$ cat src/rtl/itmr_pkg.sv
package itmr_pkg;

    typedef enum logic [0:0] {
        ST_IDLE = 1'b0,
        ST_RUN  = 1'b1
    } tmr_state_e;

    typedef struct packed {
        logic periodic;
        logic up;
        logic mask;
    } tmr_mode_t;

endpackage

$ cat src/rtl/itmr_regs.sv
module itmr_regs
    import itmr_pkg::*;
#(
    parameter int CNT_W = 16,
    parameter int PRE_W = 8
) (
    input  logic             clk,
    input  logic             rst_n,
    input  logic             ctrl_we,
    input  logic             ctrl_periodic,
    input  logic             ctrl_up,
    input  logic             ctrl_mask,
    input  logic             load_we,
    input  logic [CNT_W-1:0] load_val,
    input  logic             pre_we,
    input  logic [PRE_W-1:0] pre_val,
    output tmr_mode_t        mode_q,
    output logic [CNT_W-1:0] load_q,
    output logic [PRE_W-1:0] pre_q
);

    // Mode bits are updated on every control write.
    always_ff @(posedge clk or negedge rst_n) begin
        if (!rst_n) begin
            mode_q <= '0;
        end else if (ctrl_we) begin
            mode_q.periodic <= ctrl_periodic;
            mode_q.up       <= ctrl_up;
            mode_q.mask     <= ctrl_mask;
        end
    end

    // Interval value and prescale value, each with its own strobe.
    always_ff @(posedge clk or negedge rst_n) begin
        if (!rst_n) begin
            load_q <= '0;
            pre_q  <= '0;
        end else begin
            if (load_we) load_q <= load_val;
            if (pre_we)  pre_q  <= pre_val;
        end
    end

endmodule

$ cat src/rtl/itmr_fsm.sv
module itmr_fsm
    import itmr_pkg::*;
(
    input  logic       clk,
    input  logic       rst_n,
    input  logic       ctrl_we,
    input  logic       ctrl_en,
    input  logic       periodic,
    input  logic       terminal,
    output tmr_state_e state_q,
    output logic       start,
    output logic       stop,
    output logic       timeout
);

    tmr_state_e state_d;

    // State register.
    always_ff @(posedge clk or negedge rst_n) begin
        if (!rst_n) state_q <= ST_IDLE;
        else        state_q <= state_d;
    end

    // Next state and transition outputs.
    always_comb begin
        state_d = state_q;
        start   = 1'b0;
        stop    = 1'b0;
        timeout = 1'b0;
        unique case (state_q)
            ST_IDLE: begin
                if (ctrl_we && ctrl_en) begin
                    start   = 1'b1;       // START
                    state_d = ST_RUN;
                end
            end
            ST_RUN: begin
                timeout = terminal;
                if (ctrl_we && !ctrl_en) begin
                    stop    = 1'b1;       // STOP
                    state_d = ST_IDLE;
                end else if (terminal && !periodic) begin
                    state_d = ST_IDLE;    // EXPIRE
                end else begin
                    state_d = ST_RUN;     // RELOAD or keep counting
                end
            end
            default: state_d = ST_IDLE;
        endcase
    end

endmodule

$ cat src/rtl/itmr_count.sv
module itmr_count #(
    parameter int CNT_W = 16,
    parameter int PRE_W = 8
) (
    input  logic             clk,
    input  logic             rst_n,
    input  logic             start,
    input  logic             stop,
    input  logic             running,
    input  logic             start_up,
    input  logic             up,
    input  logic [CNT_W-1:0] load_q,
    input  logic [PRE_W-1:0] pre_q,
    output logic [CNT_W-1:0] cnt_q,
    output logic [PRE_W-1:0] pre_cnt_q,
    output logic             terminal
);

    localparam logic [CNT_W-1:0] CNT_ONE = CNT_W'(1);
    localparam logic [PRE_W-1:0] PRE_ONE = PRE_W'(1);

    // Interval limits latched at start and at every reload.
    logic [CNT_W-1:0] lim_q;
    logic [PRE_W-1:0] pre_lim_q;
    logic             pre_wrap;

    assign pre_wrap = (pre_cnt_q == '0);
    assign terminal = pre_wrap &&
                      (up ? (cnt_q == lim_q) : (cnt_q == '0));

    always_ff @(posedge clk or negedge rst_n) begin
        if (!rst_n) begin
            cnt_q     <= '0;
            pre_cnt_q <= '0;
            lim_q     <= '0;
            pre_lim_q <= '0;
        end else if (start) begin
            cnt_q     <= start_up ? '0 : load_q;
            pre_cnt_q <= pre_q;
            lim_q     <= load_q;
            pre_lim_q <= pre_q;
        end else if (running && !stop) begin
            if (terminal) begin
                // The reload cycle is counted as part of the period.
                cnt_q     <= up ? '0 : load_q;
                pre_cnt_q <= pre_q;
                lim_q     <= load_q;
                pre_lim_q <= pre_q;
            end else if (pre_wrap) begin
                pre_cnt_q <= pre_lim_q;
                cnt_q     <= up ? (cnt_q + CNT_ONE) : (cnt_q - CNT_ONE);
            end else begin
                pre_cnt_q <= pre_cnt_q - PRE_ONE;
            end
        end
    end

endmodule

$ cat src/rtl/itmr_status.sv
module itmr_status (
    input  logic clk,
    input  logic rst_n,
    input  logic timeout,
    input  logic clr,
    input  logic mask,
    output logic raw_q,
    output logic irq
);

    // A new timeout outranks a clear in the same cycle.
    always_ff @(posedge clk or negedge rst_n) begin
        if (!rst_n)       raw_q <= 1'b0;
        else if (timeout) raw_q <= 1'b1;
        else if (clr)     raw_q <= 1'b0;
    end

    assign irq = raw_q & mask;

endmodule

$ cat src/rtl/interval_timer.sv
module interval_timer
    import itmr_pkg::*;
#(
    parameter int CNT_W = 16,
    parameter int PRE_W = 8
) (
    input  logic             clk,
    input  logic             rst_n,
    input  logic             ctrl_we,
    input  logic             ctrl_en,
    input  logic             ctrl_periodic,
    input  logic             ctrl_up,
    input  logic             ctrl_mask,
    input  logic             load_we,
    input  logic [CNT_W-1:0] load_val,
    input  logic             pre_we,
    input  logic [PRE_W-1:0] pre_val,
    input  logic             irq_clr,
    output logic             run,
    output logic [CNT_W-1:0] cnt_val,
    output logic [PRE_W-1:0] pre_cnt,
    output logic             irq_raw,
    output logic             irq
);

    tmr_mode_t        mode_q;
    logic [CNT_W-1:0] load_q;
    logic [PRE_W-1:0] pre_q;
    tmr_state_e       state_q;
    logic             start, stop, timeout, terminal;

    itmr_regs #(.CNT_W(CNT_W), .PRE_W(PRE_W)) u_regs (
        .clk           (clk),
        .rst_n         (rst_n),
        .ctrl_we       (ctrl_we),
        .ctrl_periodic (ctrl_periodic),
        .ctrl_up       (ctrl_up),
        .ctrl_mask     (ctrl_mask),
        .load_we       (load_we),
        .load_val      (load_val),
        .pre_we        (pre_we),
        .pre_val       (pre_val),
        .mode_q        (mode_q),
        .load_q        (load_q),
        .pre_q         (pre_q)
    );

    itmr_fsm u_fsm (
        .clk      (clk),
        .rst_n    (rst_n),
        .ctrl_we  (ctrl_we),
        .ctrl_en  (ctrl_en),
        .periodic (mode_q.periodic),
        .terminal (terminal),
        .state_q  (state_q),
        .start    (start),
        .stop     (stop),
        .timeout  (timeout)
    );

    itmr_count #(.CNT_W(CNT_W), .PRE_W(PRE_W)) u_count (
        .clk       (clk),
        .rst_n     (rst_n),
        .start     (start),
        .stop      (stop),
        .running   (state_q == ST_RUN),
        .start_up  (ctrl_up),
        .up        (mode_q.up),
        .load_q    (load_q),
        .pre_q     (pre_q),
        .cnt_q     (cnt_val),
        .pre_cnt_q (pre_cnt),
        .terminal  (terminal)
    );

    itmr_status u_status (
        .clk     (clk),
        .rst_n   (rst_n),
        .timeout (timeout),
        .clr     (irq_clr),
        .mask    (mode_q.mask),
        .raw_q   (irq_raw),
        .irq     (irq)
    );

    assign run = (state_q == ST_RUN);

endmodule

$ cat config.mk
export PLATFORM = sky130hd
export DESIGN_NAME = interval_timer
export DESIGN_NICKNAME = d
export VERILOG_FILES = /design/src/rtl/itmr_pkg.sv /design/src/rtl/itmr_regs.sv /design/src/rtl/itmr_fsm.sv /design/src/rtl/itmr_count.sv /design/src/rtl/itmr_status.sv /design/src/rtl/interval_timer.sv
export SDC_FILE = /design/constraint.sdc
export NUM_CORES = 1
export LEC_CHECK = 0
export ABC_AREA = 1
export ABC_CLOCK_PERIOD_IN_PS = 4300
export BUFFER_PORTS_ARGS = -buffer_cell sky130_fd_sc_hd__buf_2
export CORE_MARGIN = 2
export CORE_UTILIZATION = 55
export CTS_BUF_LIST = sky130_fd_sc_hd__clkbuf_16
export DETAILED_ROUTE_END_ITERATION = 10
export PLACE_DENSITY = 0.76
export REMOVE_ABC_BUFFERS = 1
export SYNTH_ARGS = -nofsm -noshare
export SYNTH_HDL_FRONTEND = slang
export SYNTH_SLANG_ARGS = --single-unit
$ cat constraint.sdc
create_clock -name clk -period 4.3 [get_ports clk]
set_clock_uncertainty 0.1 [all_clocks]
set_input_delay 0.86 -clock clk [delete_from_list [all_inputs] [get_ports clk]]
set_output_delay 0.86 -clock clk [all_outputs]
set_load 0.01 [all_outputs]
* Word-level counts from Yosys, hierarchy flattened
Index checks and enable logic that the tools add are counted. W data, S select, Z words.
Operators by class: multiplexer cells 28, reductions and logical operators 16, equal/unequal tests 1, bitwise gates (word level) 2, add/subtract/negate cells 3
Operator list (count):
- $mux W16 | 10
- $mux W8 | 7
- $add A16 B1 Y16 const B | 1
- $eq A16 B16 Y1 | 1
- $logic_not A16 Y1 | 1
- $sub A16 B1 Y16 const B | 1
- $mux W1 | 10
- $logic_not A8 Y1 | 1
- $sub A8 B1 Y8 const B | 1
- $reduce_bool A2 Y1 | 3
- $logic_and A1 B1 Y1 | 5
- $reduce_and A2 Y1 | 2
- $logic_not A1 Y1 | 3
- $reduce_bool A3 Y1 | 1
- $pmux W1 S2 | 1
- $and A1 B1 Y1 | 1
- $not A1 Y1 | 1
Storage, ports and cells: logic and storage cells 61, output and inout bits 27, register bits after elaboration 77, bits of input ports 34

* Longest topological paths before layout
Gate-level depths: netlist of the first run.
word-level depth 8, mapped depth 14, depth with buffers taken out 13

* Hierarchy
From an unflattened synthesis of the first run, not the netlist that was laid out.
Second synthesis, totals: cells, all modules 675, area total of the unflattened synthesis 4828.4 µm²
By module, submodules not included:
- itmr_count | area an instance 3649.8 µm², cells each 540, seq. area each 1201.2 µm², instances 1
- itmr_regs | area an instance 1056.0 µm², cells each 115, seq. area each 675.6 µm², instances 1
- itmr_fsm | area an instance 75.1 µm², cells each 13, seq. area each 25.0 µm², instances 1
- itmr_status | area an instance 47.5 µm², cells each 7, seq. area each 25.0 µm², instances 1

* Least setup slack after synthesis of the first run
Ideal clock, no wire load.
kind reg2reg, start point register u_regs.mode_q[1] (netlist name), end point register u_count.cnt_q[15], path buffers 0, data required time 4.123 ns, arrival 1.878 ns, path slack 2.244 ns, cell stages (with the launch flop) 12, path through dfrtp_1 > inv_1 > ha_1 > a21oi_1 > nand2_1 > nand2_1 > nand2_1 > nand2_1 > nand3b_1 > nand2_1 > nand3_1 > a21oi_1
Between the ends: longest elaborated chain between the ends 5
Ends and longest elaborated chain:
- $mux W16 / $mux W1 (equally long branches) | RTL line itmr_count.sv:51, itmr_count.sv:29
- $mux W16 / $logic_and A1 B1 Y1 (equally long branches) | RTL line itmr_count.sv:49, itmr_count.sv:28
- $mux W16 | RTL line itmr_count.sv:43 | if (terminal) begin
- $mux W16 | RTL line itmr_count.sv:42 | end else if (running && !stop) begin
- $mux W16 | RTL line itmr_count.sv:37 | end else if (start) begin
- to (signal assigned) | RTL line itmr_count.sv:38 | cnt_q <= start_up ? '0 : load_q;
- to (signal assigned) | RTL line itmr_count.sv:45 | cnt_q <= up ? '0 : load_q;
- to (signal assigned) | RTL line itmr_count.sv:51 | cnt_q <= up ? (cnt_q + CNT_ONE) : (cnt_q - CNT_ONE);
- to (decl) | RTL line itmr_count.sv:14 | output logic [CNT_W-1:0] cnt_q,
Several ways; a longest one is shown, not always the timed one. The select of a mux whose other input is x is not followed. A chain may end at the register's enable or synchronous reset.

* Worst setup path in the final report of the first run
start point register u_regs.mode_q[1] (netlist name), end point register u_count.lim_q[7]
Between the ends: longest elaborated chain between the ends 4
Ends and longest elaborated chain:
- $mux W1 | RTL line itmr_count.sv:29 | (up ? (cnt_q == lim_q) : (cnt_q == '0));
- $logic_and A1 B1 Y1 | RTL line itmr_count.sv:28 | assign terminal = pre_wrap &&
- $reduce_bool A2 Y1 (no line)
- $reduce_and A2 Y1 (no line)
- to (signal assigned) | RTL line itmr_count.sv:40 | lim_q <= load_q;
- to (signal assigned) | RTL line itmr_count.sv:47 | lim_q <= load_q;
- to (decl) | RTL line itmr_count.sv:23 | logic [CNT_W-1:0] lim_q;
Every way passes these cells.

==> impl_metrics.json, run 1 <==
{
  "outcome": "finished, final reports clean",
  "start_util_pct": 56.0,
  "min_period_ps": 2590,
  "num-fill-cells": 798,
  "hp-class": "reg -> reg",
  "grt.total_usage_pct": 26.2,
  "hold_viol_final": 0,
  "drive_gt1_share_pct": 16.4,
  "syn-cell-area_sq_um": 4810,
  "crit_path_end_kind": "register",
  "layout.cells.non_filler": 835,
  "clock-sinks": 77,
  "grt_pass1_wl_microns": 20300,
  "final_antenna_net_count": 0,
  "yosysWarnings": 0,
  "worstPathRequired_ps": 4470,
  "tns_ps": 0,
  "clock_path_buffers": 2,
  "grt_pass1_vias": 4448,
  "cp_slowest_stage_delay_ps": 540,
  "max_freq_mhz": 386,
  "critPathTopFamily": "simple AND/OR/NAND/NOR gates",
  "clk_pin_slew_worst_paths_ps": 60,
  "dp_hpwl_microns": 8550,
  "ctsResizeCount": 0,
  "worst_ir_drop_vdd_uv": 290,
  "yosysSeqAreaShare_pct": 40.1,
  "routed_wl_microns": 12000,
  "diodes": 0,
  "cts_buffers": 9,
  "ctsRootBufferMaster": "clkbuf_16",
  "rows": 34,
  "die_y_microns": 97.5,
  "design.die.area_sq_um": 9510,
  "gr-total-overflow": 0,
  "ys_seq_elements": 77,
  "drt_first_iter_violations": 304,
  "vias": 4558,
  "syn-instance-count": 668,
  "placed_cells": 819,
  "avgSynthCellArea_sq_um": 7.20,
  "path_cells": "inv_1 > nand2_1 > nand2_2 > inv_2 > nand2_4 > nand2_4 > nand2_4 > nand2_1 > nand2_1",
  "crit_fanout": 25,
  "worstMarginPinSlew_ps": 958,
  "worstSetupStartpointType": "register",
  "rsz0062_at_grt": "false",
  "vias_per_cell": 5.46,
  "crit_type": "reg -> reg",
  "power_density_nw_per_um2": 665,
  "portBuffers": 60,
  "synth_cell_type_count": 30,
  "drc": 0,
  "antenna_found_initial": 0,
  "post-route-period-util_pct": 60.2,
  "finalSetupViolCount": 0,
  "cts_tree": "done",
  "clk_latency_ps": 340,
  "relSlewSlack_pct": 36.1,
  "stdcell_area_sq_um": 5450,
  "total_leakage_power_nw": 3.08,
  "maxSlewViolCount": 0,
  "h-tree-depth": 3,
  "wl_per_cell_microns": 14.3,
  "slowest_stage": "inv_1",
  "gp_congestion": 0.919,
  "die_w_microns": 97.5,
  "core_sq_um": 8590,
  "nets": 773,
  "area_growth_pct": 13.4,
  "cts_setup_buffers": 0,
  "arrival_ps": 2760,
  "holdWs_ps": 373,
  "path_buf_inv": 2,
  "num_io_pins": 61,
  "grt_max_degree": 78,
  "maxCapViolations": 0,
  "ctsHoldBuffers": 0,
  "drtPass1Iterations": 7,
  "dpl-instance-area_sq_um": 5150
}
[worst paths after layout]
path / startpoint / to / slack, ps / cells after the start
min in group asynchronous: rst_n / u_regs.load_q[0] / 570 / 1
max in group asynchronous: rst_n / u_count.cnt_q[10] / 2900 / 1
setup reg to reg: u_regs.mode_q[1] / u_count.lim_q[7] / 1710 / 9
hold / removal: u_count.pre_lim_q[0] / u_count.pre_lim_q[0] / 370 / 2
hold reg to reg: u_count.pre_lim_q[0] / u_count.pre_lim_q[0] / 370 / 2
setup / recovery: u_regs.mode_q[1] / u_count.lim_q[7] / 1710 / 9
[cell usage after synthesis, drive strengths merged]
library cell  number  area share (%)
o21ai             19             2.1
nor3               3            0.31
inv               90             7.1
nand3             67             7.0
and2               1            0.13
buf               14             1.9
fa                 1            0.42
nand4              3            0.39
nor2              61             4.8
nand2            229              19
a21oi             43             4.5
dfrtp             77              40
nand3b             1            0.16
xor2               6             1.1
or2                1            0.13
clkbuf             5            0.39
xnor2              3            0.55
ha                16             4.2
a31oi              2            0.26
mux2              26             6.1
[cell usage in the layout (no fill, tap or decap), types with 2 or more instances in the layout]
master and instances:
nand2_1 223, inv_1 84, dfrtp_1 77, nand3_1 67
nor2_1 60, buf_2 59, a21oi_1 43, mux2_2 26
o21ai_0 17, ha_1 16, clkbuf_16 9, inv_2 6
xor2_1 6, nand2_4 4, xnor2_1 3, nor3_1 3
nand4_1 3, buf_4 3, nand2_2 2, a31oi_1 2
[routing by layer]
metal,vias to the layer above,part of all wire [%],global-route usage [%]
met1,2142,43,32.9
met5,-,0,0
li1,2216,-,-
met2,161,49,43.4
met4,0,2.8,12.7
met3,39,5.7,5.11
[per-stage QoR]
step | util [%] | setup slack [ps] | power (mW)
after floorplan | - | 1370 | 2.34
after global placement | 60.0 | 1750 | 2.79
after detailed placement | 60.0 | 1670 | 2.84
after CTS | 63.5 | 1730 | 3.62
after global routing | 63.5 | 1510 | 3.94
final | 63.5 | 1710 | 3.62
[cells by family after synthesis]
group           synth area share [%]
simple gates                    31.5
buf+inv                         9.34
flops                           40.1
compound gates                  6.79
mux                             6.09
fa+ha+maj                       4.58
xor+xnor                        1.64
[sequential cells by signal, summed over array words and instances (netlist names)]
signal,flops
u_fsm.state_q,1
u_count.lim_q,16
u_count.pre_lim_q,8
u_count.cnt_q,16
u_regs.load_q,16
u_regs.pre_q,8
u_regs.mode_q,3
u_count.pre_cnt_q,8
u_status.raw_q,1
[layout make-up]
| class | instances | area [sq um] | area share (%) |
|---|---|---|---|
| Clock inverter | 7 | 75.1 | 1.38 |
| Timing Repair Buffer | 62 | 318 | 5.83 |
| Inverter | 90 | 340 | 6.24 |
| Tap cell | 108 | 135 | 2.48 |
| Multi-Input combinational cell | 482 | 2430 | 44.6 |
| Clock buffer | 9 | 225 | 4.13 |
| Sequential cell | 77 | 1930 | 35.3 |
[report_power, final]
part	internal, mW	switching, mW	total, mW
sequential	0.932	0.292	1.22
clock	0.453	0.304	0.757
combinational	0.647	0.996	1.64
total	2.03	1.59	3.62
[worst register-to-register path, delay by kind of cell, from the launching register on]
kind                   cells  cell delay [ps]
DFF                        1              450
buffers and inverters      2              600
and+or+nand+nor            7             1370
No activity file was read; power rests on OpenSTA's default activity.
==> run 2, diff against run 1 <==
--- a/config.mk
+++ b/config.mk
@@ -5,11 +5,11 @@
 export SDC_FILE = /design/constraint.sdc
 export NUM_CORES = 1
 export LEC_CHECK = 0
-export ABC_AREA = 1
-export ABC_CLOCK_PERIOD_IN_PS = 4300
+export ABC_AREA = 0
+export ABC_CLOCK_PERIOD_IN_PS = 2300
 export BUFFER_PORTS_ARGS = -buffer_cell sky130_fd_sc_hd__buf_2
 export CORE_MARGIN = 2
-export CORE_UTILIZATION = 55
+export CORE_UTILIZATION = 52
 export CTS_BUF_LIST = sky130_fd_sc_hd__clkbuf_16
 export DETAILED_ROUTE_END_ITERATION = 10
 export PLACE_DENSITY = 0.76
==> constraint.sdc (replaced) <==
create_clock -name clk -period 2.3 [get_ports clk]
set_clock_uncertainty 0.1 [all_clocks]
set_input_delay 0.46 -clock clk [delete_from_list [all_inputs] [get_ports clk]]
set_output_delay 0.46 -clock clk [all_outputs]
set_load 0.01 [all_outputs]
==> impl_metrics.json, run 2 <==
{
  "outcome": "complete, but fails checks",
  "violations": "setup timing",
  "syn-instance-count": 424,
  "p_int_mw": 4.93,
  "syn-cell-area_sq_um": 4460,
  "worstMarginPinSlew_ps": 741,
  "die_w_microns": 96.6,
  "r2r_start": "u_count.cnt_q[2]",
  "yosysSeqAreaShare_pct": 43.2,
  "placed_cells": 658,
  "synth_adder_area_share_pct": 4.94,
  "reg_top3": "u_count.cnt_q x16, u_count.lim_q x16, u_regs.load_q x16",
  "finalSetupViolCount": 50,
  "synth_compound_area_share_pct": 15.6,
  "seqPwrFrac_pct": 25.9,
  "final_antenna_net_count": 0,
  "final_common_cell": "buf_4",
  "grt.met1_usage_pct": 37.6,
  "p_comb_share_pct": 56.2,
  "async_flop_share_pct": 100,
  "tns_ps": -17980,
  "core_sq_um": 8260,
  "crit_path_end_kind": "register",
  "arrival_ps": 2890,
  "cts_buffers": 9,
  "hold_viol_final": 0,
  "routed_wl_microns": 14300,
  "synth_common_cells": "dfrtp_1, mux2_2, xnor2_1, a21oi_1, o21ai_0",
  "drtPass1Iterations": 5,
  "dp_hpwl_microns": 9040,
  "yosysWarnings": 0,
  "wl_per_cell_microns": 20.9,
  "total_leakage_power_nw": 2.78,
  "avgSynthCellArea_sq_um": 10.5,
  "nets": 626,
  "post-route-period-util_pct": 120,
  "cts_tree": "done",
  "crit_fanout": 24,
  "grt.total_usage_pct": 31.3,
  "synthFlopType": "dfrtp_1",
  "p_sw_mw": 3.29,
  "maxSlewViolCount": 0,
  "stdcell_area_sq_um": 6150,
  "final_util_pct": 74.4,
  "grt_pass1_vias": 4335,
  "synth_top_area_share_pct": 43.2,
  "drc": 0,
  "maxCapViolations": 0,
  "crit_type": "reg -> reg",
  "p_sw_share_pct": 40.0,
  "num_io_pins": 61,
  "area_growth_pct": 37.9,
  "power_frac_clock_pct": 18.0,
  "start_util_pct": 54.0,
  "setup_slack_ps": -471,
  "met2_usage_pct": 54.1,
  "gr-usage-met3_pct": 5.97,
  "layout.cells.non_filler": 685,
  "max_freq_mhz": 361,
  "min_period_ps": 2770,
  "ys_seq_elements": 77,
  "synth-edff-count": 0,
  "worst_ir_drop_vdd_uv": 690,
  "multiInputGateArea_sq_um": 2610,
  "regArea_sq_um": 1930,
  "vias_per_cell": 6.25,
  "clock_path_buffers": 2,
  "power_density_nw_per_um2": 1340,
  "synth.area.top_cells": "dfrtp_1, mux2_2, xnor2_1",
  "power_mw": 8.22,
  "synth-xor-area-share_pct": 5.90,
  "ctsHoldBuffers": 0,
  "rr_worst_depth": 8,
  "design.die.area_sq_um": 9330,
  "relSlewSlack_pct": 50.4,
  "diodes": 0,
  "clk_pin_slew_worst_paths_ps": 60,
  "rows": 33,
  "synth_most_common_cell": "dfrtp_1",
  "drive_gt1_share_pct": 46.4,
  "portBuffers": 60,
  "die_y_microns": 96.6,
  "num-fill-cells": 542,
  "synth_top_family_by_area": "compound AO/OA/AOI/OAI gates",
  "drt_first_iter_violations": 429,
  "grt.busiest_layer": "met2",
  "h-tree-depth": 3,
  "grt_pass1_wl_microns": 21800,
  "vias": 4280,
  "clk_latency_ps": 340,
  "pre_cts_slack_ps": -343,
  "gr-total-overflow": 0,
  "rsz0062_at_grt": "true",
  "dpl-instance-area_sq_um": 5490,
  "ctsRootBufferMaster": "clkbuf_16",
  "holdWs_ps": 54.6,
  "gp_congestion": 0.892,
  "grt_max_degree": 57,
  "clock-sinks": 77,
  "worstReg2RegEnd": "u_count.pre_lim_q[6]",
  "worstPathRequired_ps": 2420,
  "muxShareOfSynthArea_pct": 13.3,
  "antenna_found_initial": 0,
  "synth_simple_gate_area_share_pct": 13.6,
  "ff2ff_setup_slack_ps": -470,
  "final_cell_mix": "buf_4, dfrtp_1, buf_2",
  "synth_top_area_cell": "dfrtp_1",
  "worstSetupStartpointType": "register",
  "synth_cell_type_count": 59,
  "hp-class": "in -> async"
}
## run 2: cell count changes in the layout (fill, tap and decap cells not counted), sizes merged, moves of 19 or more
cell	delta
nor2	-45
nand3	-59
inv	-78
xnor2	+21
mux2	+23
buf	+99
nand2	-207
a21oi	-19
## run 2: final cells by class
type / count / share of cell area (%)
clock buffers: 9 / 3.66
repair buffers: 161 / 18.4
inverters: 11 / 0.672
well taps: 105 / 2.14
clock inverters: 7 / 1.30
multi-input cells: 315 / 42.5
flip-flops and latches: 77 / 31.3
## run 2: cell families after synthesis
kind of cell | count (synthesis)
AND/OR/NAND/NOR | 111
XOR/XNOR | 30
AO/OA/AOI/OAI | 102
buffers and inverters | 34
flip-flops | 77
multiplexers | 53
adder cells (fa/ha/maj) | 17
## run 2: routing by layer
| layer | part of all wire (%) | wire [microns] | vias to the layer above |
|---|---|---|---|
| met4 | 4.6 | 658 | 0 |
| met3 | 7.3 | 1050 | 67 |
| met1 | 38 | 5410 | 2064 |
| li1 | - | - | 1899 |
| met5 | 0 | 0 | - |
| met2 | 50 | 7220 | 250 |
## run 2: worst max-delay path by stage
stage / slack, ps / cells past startpoint / startpoint / endpoint
6_report: -470 / 8 / u_count.cnt_q[2] / u_count.pre_lim_q[6]
5_1_grt: -530 / 8 / u_count.cnt_q[2] / u_count.pre_lim_q[6]
4_1_cts: -320 / 7 / u_count.pre_cnt_q[3] / u_count.pre_lim_q[0]
3_5_place_dp: -340 / 7 / u_count.pre_cnt_q[3] / u_count.pre_cnt_q[1]
3_3_place_gp: -290 / 7 / u_count.pre_cnt_q[3] / u_count.pre_cnt_q[7]
2_1_floorplan: -840 / 6 / u_count.pre_cnt_q[2] / u_count.lim_q[0]
## run 2: power groups by stage
stage / clock (mW) / sequential (mW) / combinational [mW]
finish: 1.48 / 2.13 / 4.62
detailed placement: 0 / 2.10 / 4.04
global placement: 0 / 2.07 / 3.93
CTS: 1.46 / 2.09 / 4.33
global route: 1.54 / 2.16 / 4.99
floorplan: 0 / 2.22 / 2.12
## run 2: worst max-delay path, stage by stage (launching register included)
cell	delay, ps
dfrtp_1	440
buf_4	170
xnor2_1	390
nand4_1	180
nor3_1	290
nand3_1	240
a21oi_4	270
buf_12	210
mux2_2	350
## run 2: timing repair
action | in CTS | in global routing
endpoints found under the setup margin | 48 | 50
buffers inserted | 8 | 2
cloned | 2 | 0
resized for setup | 38 | 27
pin swaps | 13 | 22
==> run 3, diff against run 2 <==
--- a/config.mk
+++ b/config.mk
@@ -6,13 +6,13 @@
 export NUM_CORES = 1
 export LEC_CHECK = 0
 export ABC_AREA = 0
-export ABC_CLOCK_PERIOD_IN_PS = 2300
+export ABC_CLOCK_PERIOD_IN_PS = 3500
 export BUFFER_PORTS_ARGS = -buffer_cell sky130_fd_sc_hd__buf_2
 export CORE_MARGIN = 2
-export CORE_UTILIZATION = 52
+export CORE_UTILIZATION = 55
 export CTS_BUF_LIST = sky130_fd_sc_hd__clkbuf_16
 export DETAILED_ROUTE_END_ITERATION = 10
-export PLACE_DENSITY = 0.76
+export PLACE_DENSITY = 0.77
 export REMOVE_ABC_BUFFERS = 1
 export SYNTH_ARGS = -nofsm -noshare
 export SYNTH_HDL_FRONTEND = slang
==> constraint.sdc (replaced) <==
create_clock -name clk -period 3.5 [get_ports clk]
set_clock_uncertainty 0.1 [all_clocks]
set_input_delay 0.7 -clock clk [delete_from_list [all_inputs] [get_ports clk]]
set_output_delay 0.7 -clock clk [all_outputs]
set_load 0.01 [all_outputs]
==> impl_metrics.json, run 3 (same netlist as run 2, synthesis figures left out) <==
{
  "final_antenna_net_count": 0,
  "core_sq_um": 7810,
  "setup_slack_ps": 371,
  "gr-usage-met3_pct": 5.94,
  "p_sw_share_pct": 40.4,
  "die_y_microns": 94.0,
  "design.die.area_sq_um": 8840,
  "power_frac_clock_pct": 18.9,
  "finalSetupViolCount": 0,
  "cts_tree": "done",
  "min_period_ps": 3130,
  "start_util_pct": 57.1,
  "clock-sinks": 77,
  "antenna_found_initial": 0,
  "drc": 0,
  "vias_per_cell": 6.27,
  "slowest_stage": "or4_1",
  "relSlewSlack_pct": 37.7,
  "crit_type": "reg -> reg",
  "cp_slowest_stage_delay_ps": 480,
  "worstPathRequired_ps": 3660,
  "crit_fanout": 16,
  "final_common_cell": "dfrtp_1",
  "drtPass1Iterations": 6,
  "grt.busiest_layer": "met2",
  "nets": 528,
  "die_w_microns": 94.0,
  "hp-class": "reg -> reg",
  "dp_hpwl_microns": 7650,
  "cts_setup_buffers": 0,
  "num_io_pins": 61,
  "portBuffers": 60,
  "arrival_ps": 3290,
  "ctsResizeCount": 0,
  "met2_usage_pct": 41.4,
  "total_leakage_power_nw": 2.23,
  "clk_pin_slew_worst_paths_ps": 60,
  "p_sw_mw": 1.74,
  "diodes": 0,
  "cts_buffers": 9,
  "ctsRootBufferMaster": "clkbuf_16",
  "h-tree-depth": 3,
  "worst_ir_drop_vdd_uv": 452,
  "gr-total-overflow": 0,
  "grt_pass1_wl_microns": 17800,
  "tns_ps": 0,
  "grt_max_degree": 78,
  "power_density_nw_per_um2": 848,
  "clock_path_buffers": 2,
  "path_cells": "inv_1 > ha_1 > a21o_1 > or3_1 > o21ai_0 > a21boi_0 > or4_1 > a21oi_1",
  "post-route-period-util_pct": 89.4,
  "pre_cts_slack_ps": 433,
  "rows": 32,
  "p_int_mw": 2.56,
  "worstMarginPinSlew_ps": 935,
  "max_freq_mhz": 320,
  "grt.met1_usage_pct": 35.4,
  "seqPwrFrac_pct": 34.9,
  "clk_latency_ps": 330,
  "area_growth_pct": 13.9,
  "hold_viol_final": 0,
  "worstSetupStartpointType": "register",
  "gp_congestion": 0.895,
  "grt_pass1_vias": 3523,
  "vias": 3661,
  "crit_path_end_kind": "register",
  "outcome": "finished, final reports clean",
  "maxSlewViolCount": 0,
  "final_cell_mix": "dfrtp_1, buf_2, mux2_2",
  "routed_wl_microns": 10700,
  "critPathTopFamily": "simple AND/OR/NAND/NOR gates",
  "grt.total_usage_pct": 26.1,
  "ctsHoldBuffers": 0,
  "drt_first_iter_violations": 290,
  "drive_gt1_share_pct": 27.4,
  "maxCapViolations": 0,
  "p_comb_share_pct": 46.2,
  "wl_per_cell_microns": 18.4,
  "path_buf_inv": 1,
  "rsz0062_at_grt": "false",
  "reg_top3": "u_count.cnt_q x16, u_count.lim_q x16, u_regs.load_q x16"
}
==> run 3: metal layers <==
metal	vias to the layer above	wire length, microns
li1	1700	-
met1	1780	4600
met2	158	5070
met3	23	776
met4	0	270
met5	-	0
==> run 3: final cells by class <==
class                           count  area [sq um]
Clock buffer                        9           225
Timing Repair Buffer               65           340
Tap cell                          102           128
Inverter                           11          41.3
Clock inverter                      7          33.8
Multi-Input combinational cell    313          2380
Sequential cell                    77          1930
Fill cell                         611          2730
==> run 3: final timing paths <==
path / end / slack (ps) / cells past startpoint / from
worst min-delay path: u_count.pre_lim_q[3] / 380 / 1 / u_count.pre_lim_q[3]
max in group asynchronous: u_count.cnt_q[10] / 2290 / 1 / rst_n
min in group asynchronous: u_regs.pre_q[6] / 400 / 1 / rst_n
worst max register to register: u_count.cnt_q[10] / 370 / 8 / u_regs.mode_q[1]
worst min register to register: u_count.pre_lim_q[3] / 380 / 1 / u_count.pre_lim_q[3]
worst max-delay path: u_count.cnt_q[10] / 370 / 8 / u_regs.mode_q[1]
==> run 3: power groups by stage <==
stage          sequential [mW]  clock (mW)  combinational, mW
2_1_floorplan             1.46           0               1.39
3_3_place_gp              1.50           0               1.91
3_5_place_dp              1.50           0               1.95
4_1_cts                   1.49       0.825               1.97
5_1_grt                   1.54       0.872               2.20
6_report                  1.50       0.812               1.99
==> run 3: worst register-to-register path, stage by stage, from the launching register on <==
cell and delay (ps):
dfrtp_1 420, inv_1 450, ha_1 450, a21o_1 250, or3_1 370, o21ai_0 260
a21boi_0 130, or4_1 480, a21oi_1 130
==> run 3: metrics by stage <==
stage | instance area, sq um | utilization (%) | instances | hold slack (ps) | power [mW]
after CTS | 5070 | 65.0 | 584 | 387 | 4.29
after floorplan | 4340 | - | 401 | 304 | 2.85
final | 5070 | 65.0 | 584 | 384 | 4.30
after detailed placement | 4820 | 61.7 | 568 | 374 | 3.45
after global routing | 5070 | 65.0 | 584 | 421 | 4.61
after global placement | 4820 | 61.7 | 568 | 368 | 3.40
